### src/rtl/dct_pkg.sv
package dct_pkg;

    typedef enum logic [1:0] {
        CH_OFF  = 2'd0,
        CH_WAIT = 2'd1,
        CH_RUN  = 2'd2,
        CH_HOLD = 2'd3
    } ch_state_t;

    localparam logic [2:0] A_T0   = 3'd0;
    localparam logic [2:0] A_P0   = 3'd1;
    localparam logic [2:0] A_T1   = 3'd2;
    localparam logic [2:0] A_P1   = 3'd3;
    localparam logic [2:0] A_MODE = 3'd4;

    localparam logic [1:0] IN_CLK  = 2'b00;
    localparam logic [1:0] IN_GATE = 2'b01;
    localparam logic [1:0] IN_RTRG = 2'b11;

    localparam logic [1:0] TO_CH0 = 2'b01;
    localparam logic [1:0] TO_CH1 = 2'b10;

endpackage

### src/rtl/tin_sync.sv
module tin_sync #(
    parameter int STAGES = 2
) (
    input  logic clk,
    input  logic rst_n,
    input  logic din,
    output logic lvl,
    output logic fall
);
    logic [STAGES-1:0] sh_q;
    logic              prev_q;

    always_ff @(posedge clk) begin
        if (!rst_n) begin
            sh_q   <= '0;
            prev_q <= 1'b0;
        end else begin
            sh_q   <= {sh_q[STAGES-2:0], din};
            prev_q <= sh_q[STAGES-1];
        end
    end

    assign lvl  = sh_q[STAGES-1];
    assign fall = prev_q & ~sh_q[STAGES-1];
endmodule

### src/rtl/tmr_chan.sv
module tmr_chan
    import dct_pkg::*;
#(
    parameter int CNT_W = 8,
    parameter int PRE_W = 6
) (
    input  logic             clk,
    input  logic             rst_n,
    input  logic             en,
    input  logic             cont,
    input  logic             need_trig,
    input  logic             retrig,
    input  logic             trig,
    input  logic             gate_ok,
    input  logic             step,
    input  logic             load,
    input  logic [CNT_W-1:0] rld,
    input  logic [PRE_W-1:0] pre,
    output logic [CNT_W-1:0] cnt,
    output logic             eoc
);
    ch_state_t        st_q, st_nx;
    logic [PRE_W-1:0] pcnt_q;
    logic             restart, adv, last;

    always_comb begin
        restart = trig & ((st_q == CH_WAIT) | ((st_q == CH_RUN) & retrig));
        adv     = (st_q == CH_RUN) & gate_ok & step & ~load & ~restart;
        last    = (pcnt_q == PRE_W'(1)) & (cnt == CNT_W'(1));
        eoc     = adv & last;
    end

    always_comb begin
        st_nx = st_q;
        unique case (st_q)
            CH_OFF: begin
                if (en) st_nx = need_trig ? CH_WAIT : (gate_ok ? CH_RUN : CH_HOLD);
            end
            CH_WAIT: begin
                if (!en)       st_nx = CH_OFF;
                else if (trig) st_nx = CH_RUN;
            end
            CH_RUN: begin
                if (!en)               st_nx = CH_OFF;
                else if (eoc && !cont) st_nx = CH_OFF;
                else if (!gate_ok)     st_nx = CH_HOLD;
            end
            CH_HOLD: begin
                if (!en)          st_nx = CH_OFF;
                else if (gate_ok) st_nx = CH_RUN;
            end
            default: st_nx = CH_OFF;
        endcase
    end

    always_ff @(posedge clk) begin
        if (!rst_n) st_q <= CH_OFF;
        else        st_q <= st_nx;
    end

    always_ff @(posedge clk) begin
        if (!rst_n) begin
            cnt    <= '0;
            pcnt_q <= '0;
        end else if (load || restart) begin
            cnt    <= rld;
            pcnt_q <= pre;
        end else if (adv) begin
            if (pcnt_q == PRE_W'(1)) begin
                pcnt_q <= pre;
                if (cnt == CNT_W'(1)) cnt <= cont ? rld : '0;
                else                  cnt <= cnt - CNT_W'(1);
            end else begin
                pcnt_q <= pcnt_q - PRE_W'(1);
            end
        end
    end
endmodule

### src/rtl/dual_cnt_timer.sv
module dual_cnt_timer
    import dct_pkg::*;
#(
    parameter int CNT_W       = 8,
    parameter int DIV_W       = 3,
    parameter int SYNC_STAGES = 2
) (
    input  logic             clk,
    input  logic             rst_n,
    input  logic             wr_en,
    input  logic [2:0]       wr_addr,
    input  logic [CNT_W-1:0] wr_data,
    input  logic [2:0]       rd_addr,
    output logic [CNT_W-1:0] rd_data,
    input  logic             tin,
    output logic             tout,
    output logic             irq_t0,
    output logic             irq_t1
);
    localparam int PRE_W = CNT_W - 2;
    localparam int NCH   = 2;

    logic [NCH-1:0][CNT_W-1:0] rld_q, pre_q, cnt_v;
    logic [7:0]                mode_q;
    logic [DIV_W-1:0]          div_q;
    logic                      tick, tin_lvl, tin_fall, t1_ext, we_mode;
    logic [NCH-1:0]            en_v, cont_v, ntrig_v, retrig_v, trig_v;
    logic [NCH-1:0]            gate_v, step_v, load_v, eoc_v;
    logic [CNT_W-1:0]          cnt1_w;
    logic                      tout_set, tout_tog;

    tin_sync #(.STAGES(SYNC_STAGES)) u_sync (
        .clk(clk), .rst_n(rst_n), .din(tin), .lvl(tin_lvl), .fall(tin_fall)
    );

    always_ff @(posedge clk) begin
        if (!rst_n) div_q <= '0;
        else        div_q <= div_q + DIV_W'(1);
    end
    assign tick    = &div_q;
    assign t1_ext  = ~pre_q[1][1];
    assign we_mode = wr_en && (wr_addr == A_MODE);
    assign cnt1_w  = cnt_v[1];

    for (genvar gi = 0; gi < NCH; gi++) begin : g_ch
        if (gi == 0) begin : g_plain
            assign ntrig_v[gi]  = 1'b0;
            assign retrig_v[gi] = 1'b0;
            assign trig_v[gi]   = 1'b0;
            assign gate_v[gi]   = 1'b1;
            assign step_v[gi]   = tick;
        end else begin : g_pin
            assign ntrig_v[gi]  = t1_ext & mode_q[5];
            assign retrig_v[gi] = t1_ext & (mode_q[5:4] == IN_RTRG);
            assign trig_v[gi]   = tin_fall & ntrig_v[gi];
            assign gate_v[gi]   = ~(t1_ext & (mode_q[5:4] == IN_GATE)) | tin_lvl;
            assign step_v[gi]   = (t1_ext && mode_q[5:4] == IN_CLK) ? tin_fall : tick;
        end
        assign en_v[gi]   = mode_q[1 + 2*gi];
        assign cont_v[gi] = pre_q[gi][0];
        assign load_v[gi] = we_mode & wr_data[2*gi];

        tmr_chan #(.CNT_W(CNT_W), .PRE_W(PRE_W)) u_ch (
            .clk(clk), .rst_n(rst_n), .en(en_v[gi]), .cont(cont_v[gi]),
            .need_trig(ntrig_v[gi]), .retrig(retrig_v[gi]), .trig(trig_v[gi]),
            .gate_ok(gate_v[gi]), .step(step_v[gi]), .load(load_v[gi]),
            .rld(rld_q[gi]), .pre(pre_q[gi][CNT_W-1:2]),
            .cnt(cnt_v[gi]), .eoc(eoc_v[gi])
        );
    end

    always_ff @(posedge clk) begin
        if (!rst_n) begin
            rld_q <= '0;
            pre_q <= '0;
        end else if (wr_en) begin
            case (wr_addr)
                A_T0: rld_q[0] <= wr_data;
                A_P0: pre_q[0] <= wr_data;
                A_T1: rld_q[1] <= wr_data;
                A_P1: pre_q[1] <= wr_data;
                default: ;
            endcase
        end
    end

    always_ff @(posedge clk) begin
        if (!rst_n) begin
            mode_q <= '0;
        end else if (we_mode) begin
            mode_q <= wr_data[7:0] & 8'hFA;
        end else begin
            if (eoc_v[0] && !cont_v[0]) mode_q[1] <= 1'b0;
            if (eoc_v[1] && !cont_v[1]) mode_q[3] <= 1'b0;
        end
    end

    assign tout_set = (load_v[0] && wr_data[7:6] == TO_CH0) ||
                      (load_v[1] && wr_data[7:6] == TO_CH1);
    assign tout_tog = (mode_q[7:6] == TO_CH0 && eoc_v[0]) ||
                      (mode_q[7:6] == TO_CH1 && eoc_v[1]);

    always_ff @(posedge clk) begin
        if (!rst_n) begin
            tout   <= 1'b1;
            irq_t0 <= 1'b0;
            irq_t1 <= 1'b0;
        end else begin
            irq_t0 <= eoc_v[0];
            irq_t1 <= eoc_v[1];
            if (tout_set)      tout <= 1'b1;
            else if (tout_tog) tout <= ~tout;
        end
    end

    always_comb begin
        case (rd_addr)
            A_T0:    rd_data = cnt_v[0];
            A_P0:    rd_data = pre_q[0];
            A_T1:    rd_data = cnt_v[1];
            A_P1:    rd_data = pre_q[1];
            A_MODE:  rd_data = CNT_W'(mode_q);
            default: rd_data = '0;
        endcase
    end
endmodule

### config.mk
export PLATFORM = sky130hd
export DESIGN_NAME = dual_cnt_timer
export DESIGN_NICKNAME = d
export VERILOG_FILES = /design/src/rtl/dct_pkg.sv /design/src/rtl/tin_sync.sv /design/src/rtl/tmr_chan.sv /design/src/rtl/dual_cnt_timer.sv
export SDC_FILE = /design/constraint.sdc
export NUM_CORES = 1
export LEC_CHECK = 0
export BUFFER_PORTS_ARGS = -buffer_cell sky130_fd_sc_hd__buf_2
export CORE_AREA = 4 4 96 98
export DETAILED_ROUTE_END_ITERATION = 10
export DIE_AREA = 0 0 100 102
export HOLD_SLACK_MARGIN = 0.15
export PLACE_DENSITY = 0.68
export SYNTH_ARGS = -nofsm -noshare
export SYNTH_HDL_FRONTEND = slang
export SYNTH_SLANG_ARGS = --single-unit
### constraint.sdc
create_clock -name clk -period 2.1 [get_ports clk]
set_input_delay 0.315 -clock clk [delete_from_list [all_inputs] [get_ports clk]]
set_output_delay 0.315 -clock clk [all_outputs]
set_load 0.1 [all_outputs]
# Word-level counts from Yosys, hierarchy flattened
# Cells that the tools add are included.
[classes] addsub=5 n_reduce_logical=34 mux=39 eq_ne=31 n_bitwise=29
[ops] operator="$mux W8" count=10
[ops] operator="$pmux W8 S5" count=1
[ops] operator="$mux W6" count=6
[ops] operator="$mux W2" count=14
[ops] operator="$and A1 B1 Y1" count=19
[ops] operator="$eq A8 B1 Y1 const B" count=2
[ops] operator="$pmux W2 S4" count=2
[ops] operator="$sub A8 B1 Y8 const B" count=2
[ops] operator="$eq A2 B2 Y1 const B" count=7
[ops] operator="$eq A3 B2 Y1 const B" count=4
[ops] operator="$eq A6 B1 Y1 const B" count=2
[ops] operator="$reduce_and A2 Y1" count=6
[ops] operator="$reduce_bool A2 Y1" count=6
[ops] operator="$sub A6 B1 Y6 const B" count=2
[ops] operator="$eq A2 B1 Y1 const B" count=5
[ops] operator="$logic_and A1 B1 Y1" count=8
[ops] operator="$not A1 Y1" count=8
[ops] operator="$eq A3 B1 Y1 const B" count=2
[ops] operator="$eq A3 B3 Y1 const B" count=2
[ops] operator="$logic_not A2 Y1" count=3
[ops] operator="$logic_not A3 Y1" count=2
[ops] operator="$mux W1" count=6
[ops] operator="$ne A2 B2 Y1 const B" count=3
[ops] operator="$ne A3 B2 Y1 const B" count=2
[ops] operator="other kinds (9)" count=14
[totals] regBits=79 word_cells=157 out_inout_bits=11

# Depth between registers and ports, before layout
[logic_depth] ltp_word=13 ltp_mapped=8

# Modules after synthesis
# Synthesis repeated with hierarchy kept, for this count alone.
[hier_totals] hier_cells=521 area_unflattened_um2=4474.3
[by_module_without_submodules] module="dual_cnt_timer" instances=1 cells_each=222 area_each_um2=2120.8
[by_module_without_submodules] module="tmr_chan at g_ch[1].u_ch" instances=1 cells_each=144 area_each_um2=1141.1
[by_module_without_submodules] module="tmr_chan at g_ch[0].u_ch" instances=1 cells_each=148 area_each_um2=1123.6
[by_module_without_submodules] module="tin_sync" instances=1 cells_each=7 area_each_um2=88.8

# Worst setup path before layout
# Ideal clock, no wire load.
[synth_path] path_type="in2out" start="input port rd_addr[1]" end="output port rd_data[6]" path_stages=3 path_slack_ps=-1400 arrival_ps=3185 n_path_buf=2 required_time_ps=1785 path_cell_list="clkbuf_1 buf_1 o32ai_1"
[synth_via] elab_chain_cells=2
[synth_lines] item="from (decl)" line_no="dual_cnt_timer.sv:13" rtl="input logic [2:0] rd_addr,"
[synth_lines] item="$eq A3 B3 Y1, or another cell as far along" line_no="dual_cnt_timer.sv:117" rtl="case (rd_addr)"
[synth_lines] item="$pmux W8 S5 *" line_no="dual_cnt_timer.sv:117"
[synth_lines] item="to (decl)" line_no="dual_cnt_timer.sv:14" rtl="output logic [CNT_W-1:0] rd_data,"
# Every way passes the cells marked *; elsewhere a longest branch is shown, timed or not.

# Worst setup path after layout
[layout_path] start="register g_ch[0].u_ch.cnt[4]" end="register tout"
[layout_via] elab_chain_cells=5
[layout_lines] item="from (decl)" line_no="tmr_chan.sv:19" rtl="output logic [CNT_W-1:0] cnt,"
[layout_lines] item="from (signal assigned)" line_no="tmr_chan.sv:66" rtl="cnt <= rld;"
[layout_lines] item="from (signal assigned)" line_no="tmr_chan.sv:71" rtl="if (cnt == CNT_W'(1)) cnt <= cont ? rld : '0;"
[layout_lines] item="from (signal assigned)" line_no="tmr_chan.sv:72" rtl="else cnt <= cnt - CNT_W'(1);"
[layout_lines] item="$eq A8 B1 Y1" line_no="tmr_chan.sv:29" rtl="last = (pcnt_q == PRE_W'(1)) & (cnt == CNT_W'(1));"
[layout_lines] item="$and A1 B1 Y1" line_no="tmr_chan.sv:29"
[layout_lines] item="$and A1 B1 Y1" line_no="tmr_chan.sv:30" rtl="eoc = adv & last;"
[layout_lines] item="$logic_and A1 B1 Y1" line_no="dual_cnt_timer.sv:100" rtl="assign tout_tog = (mode_q[7:6] == TO_CH0 && eoc_v[0]) ||"
[layout_lines] item="$logic_or A1 B1 Y1" line_no="dual_cnt_timer.sv:100"
[layout_lines] item="to (signal assigned)" line_no="dual_cnt_timer.sv:112" rtl="else if (tout_tog) tout <= ~tout;"
[layout_lines] item="to (decl)" line_no="dual_cnt_timer.sv:16" rtl="output logic tout,"
# No other way between the ends.
# A chain may end at the register's enable or synchronous reset.

==> out/results.ini <==
[floorplan]
initial_core_util_pct = 48.8
dieWidth_um = 100
die_y_um = 102
core_area_um2 = 8470
rows = 34
io_pins = 29
dieArea_um2 = 10200

[drt]
vias = 4073
antenna_left = 0
wl_per_cell_um = 17.6
drt-initial-drc-count = 320
drc = 0
drt-vias-per-instance = 6.02
wirelength_mm = 11.9
dr.pass1.iters = 5

[grt]
grt_remaining_overflow = 0
first_global_vias = 3779
grt_pass1_wl_mm = 19.2
antenna_found_initial = 0
grt_usage_pct = 23.9
grt_max_degree = 36

[cts]
htree_levels = 3
clk_pin_slew_worst_paths_ns = 0.08
cts_inserted_buffers = 9
hold_buffers = 0
root_buffer = clkbuf_8
clock_sinks = 78
cts_tree = yes
insertion_delay_ns = 0.34
clockBufferDepth = 2

[logic_synthesis]
seq_area_frac_synth_pct = 37.8
synth_top_cell_area_share_pct = 37.8
ys_seq_elements = 78
yosysTopAreaCell = dfxtp_1
synthArstFlopShare_pct = 0
synthTopCellsByArea = dfxtp_1 38%, nand2_1 7.5%, a21oi_1 6.9%
ys_types = 71
synth_ff_type = dfxtp_1
syn_area_um2 = 4130
syn_nets = 537
synth_warnings = 0
synth_edf_count = 0
syn_inst = 509
syn_area_per_cell_um2 = 8.12

[placement]
hpwl_mm = 8.74
dpl_cell_area_um2 = 4720
place_ws_ns = -0.0717
gp_congestion = 0.933
numPortBuffers = 28

[timing]
fin_skew_ns = 0.00702
drv_slew = 0
min_period_over_period_pct = 100
final.min_clock_period_ns = 2.11
finalHoldViolations = 0
tns_ns = -0.00875
slew_headroom_pct = 61.8
tightest_slew_ns = 0.572
fmax_ghz = 0.474
setup_viol = 1
rsz0062_at_grt = true
worst_slack_ns = -0.00875

[critical_path]
cp_top_family = simple AND/OR/NAND/NOR gates
cpMaxStageDelayCell = or4_4
max_stage_delay_ns = 0.55
path_cells = or4_4 -> nor4b_4 -> nand4_1 -> a2111oi_2 -> nor2_1
r2r_slack_ns = -0.009
path_buf_inv = 0
path_class = reg -> reg
cp_data_required_time_ns = 2.33
crit_arrival_ns = 2.34
crit_path_end_kind = register
path_max_fanout = 6
start_kind = register

[pwr]
p_leak_nw = 2.00
power_density_nw_per_um2 = 596
irDropWorstVdd_uv = 389

[flow_run]
max_cap_viol_count = 0

[layout]
multi_input_area_um2 = 2540
regArea_um2 = 1570
fill_cells = 771
diodes = 0
syn_to_final_growth_pct = 22.4
drive_gt1_share_pct = 22.5
layout.nets = 594
fin_area_um2 = 5060

[run_status]
status = complete, but fails checks
failed_checks = setup timing

[min_path]
hold_class = in -> reg

## cell type report
| cell class | instances | area share (%) |
|---|---|---|
| multi-input combinational | 387 | 50.3 |
| sequential | 78 | 31.0 |
| timing repair buffer | 71 | 10.9 |
| clock buffer | 13 | 3.14 |
| tap | 108 | 2.67 |
| inverter | 19 | 1.41 |
| clock inverter | 1 | 0.594 |
## flip-flops by register name, indices dropped and copies added, names as in the netlist
signal / cells
div_q: 3
pre_q: 14
rld_q: 16
mode_q: 6
g_ch.u_ch.cnt: 16
irq_t0: 1
irq_t1: 1
g_ch.u_ch.pcnt_q: 12
cont_v: 2
g_ch.u_ch.st_q: 3
tout: 1
u_sync.prev_q: 1
u_sync.sh_q: 2
## per-layer routing
layer	track usage [%]	up-vias	part of all wire, %
li1	-	1968	-
met4	7.77	0	1.7
met2	38.8	178	47
met3	3.48	20	7.4
met5	0	-	0
met1	32.8	1907	44
## power by group
part	switching, mW	total [mW]	internal (mW)	leakage, nW
combinational	0.212	0.352	0.141	1.27
sequential	0.0319	1.54	1.51	0.634
clock	0.512	1.12	0.603	0.0956
total	0.756	3.01	2.26	2.00
## logic make-up after synthesis
kind of cell / share of synthesized area [%]
adders and majority gates: 3.03
muxes: 6.84
buffers and inverters: 4.33
DFF: 37.8
AOI/OAI and AO/OA: 22.3
and+or+nand+nor: 25.2
xor gates and xnor gates: 0.424
## placed cells by master, fill, tap and decap left out, drive strengths merged, types with 3 or more instances in the layout
| cell | Yosys | final |
|---|---|---|
| nor4b | 4 | 4 |
| and3 | 5 | 5 |
| nor4 | 9 | 9 |
| nand4 | 5 | 5 |
| a22oi | 8 | 8 |
| nor2 | 39 | 39 |
| a31oi | 3 | 3 |
| o21ai | 20 | 20 |
| buf | 6 | 71 |
| nand3 | 11 | 11 |
| or3 | 3 | 3 |
| a21oi | 57 | 57 |
| nor3 | 9 | 9 |
| a32oi | 7 | 7 |
| and2 | 9 | 9 |
| a21o | 3 | 3 |
| clkbuf | 19 | 13 |
| inv | 19 | 19 |
| o22ai | 12 | 12 |
| dfxtp | 78 | 78 |
| mux4 | 3 | 3 |
| or4 | 3 | 3 |
| nand2 | 83 | 83 |
| mux2i | 20 | 20 |
| nand3b | 4 | 4 |
| ha | 10 | 10 |
| nand2b | 4 | 4 |
| nor2b | 9 | 9 |
| o32ai | 4 | 4 |
| o21a | 3 | 3 |
## per-stage QoR
| stage | cells | utilization [%] | power [mW] | hold slack (ns) |
|---|---|---|---|---|
| 3_5_place_dp | 657 | 55.7 | 1.91 | 0.422 |
| 5_1_grt | 677 | 59.8 | 3.14 | 0.180 |
| 3_3_place_gp | 657 | 55.7 | 1.90 | 0.405 |
| 2_1_floorplan | 509 | - | 1.79 | 0.399 |
| 6_report | 677 | 59.8 | 3.01 | 0.173 |
| 4_1_cts | 674 | 58.6 | 3.01 | 0.171 |
## worst paths after layout
path	to	startpoint	depth (start not counted)
min reg2reg	u_sync.sh_q[1]$_SDFF_PN0_	u_sync.sh_q[0]$_SDFF_PN0_	1
min	u_sync.sh_q[0]$_SDFF_PN0_	tin	2
max	tout$_SDFFE_PP1P_	g_ch[0].u_ch.cnt[4]$_SDFFE_PN0P_	5
max reg2reg	tout$_SDFFE_PP1P_	g_ch[0].u_ch.cnt[4]$_SDFFE_PN0P_	5
## synthesized netlist by cell type, drive strengths merged, types with 3 or more instances
| master | n |
|---|---|
| o21a | 3 |
| o32ai | 4 |
| nand2b | 4 |
| clkbuf | 19 |
| a22oi | 8 |
| a31oi | 3 |
| mux2i | 20 |
| a32oi | 7 |
| nand2 | 83 |
| a21o | 3 |
| inv | 19 |
| a21oi | 57 |
| or4 | 3 |
| nor4 | 9 |
| ha | 10 |
| dfxtp | 78 |
| nand3b | 4 |
| or3 | 3 |
| and2 | 9 |
| and3 | 5 |
| o22ai | 12 |
| buf | 6 |
| nand4 | 5 |
| nand3 | 11 |
| mux4 | 3 |
| nor2 | 39 |
| nor2b | 9 |
| o21ai | 20 |
| nor4b | 4 |
| nor3 | 9 |
## what timing repair did
item / 4_1_cts / 5_1_grt
gates resized for setup: 11 / 24
pin swaps: 5 / 14
setup endpoints to repair: 7 / 28
hold endpoints to repair: 0 / 0
setup buffers: 2 / 3
cloned: 1 / 0
Power figures use the tool's default switching activity.
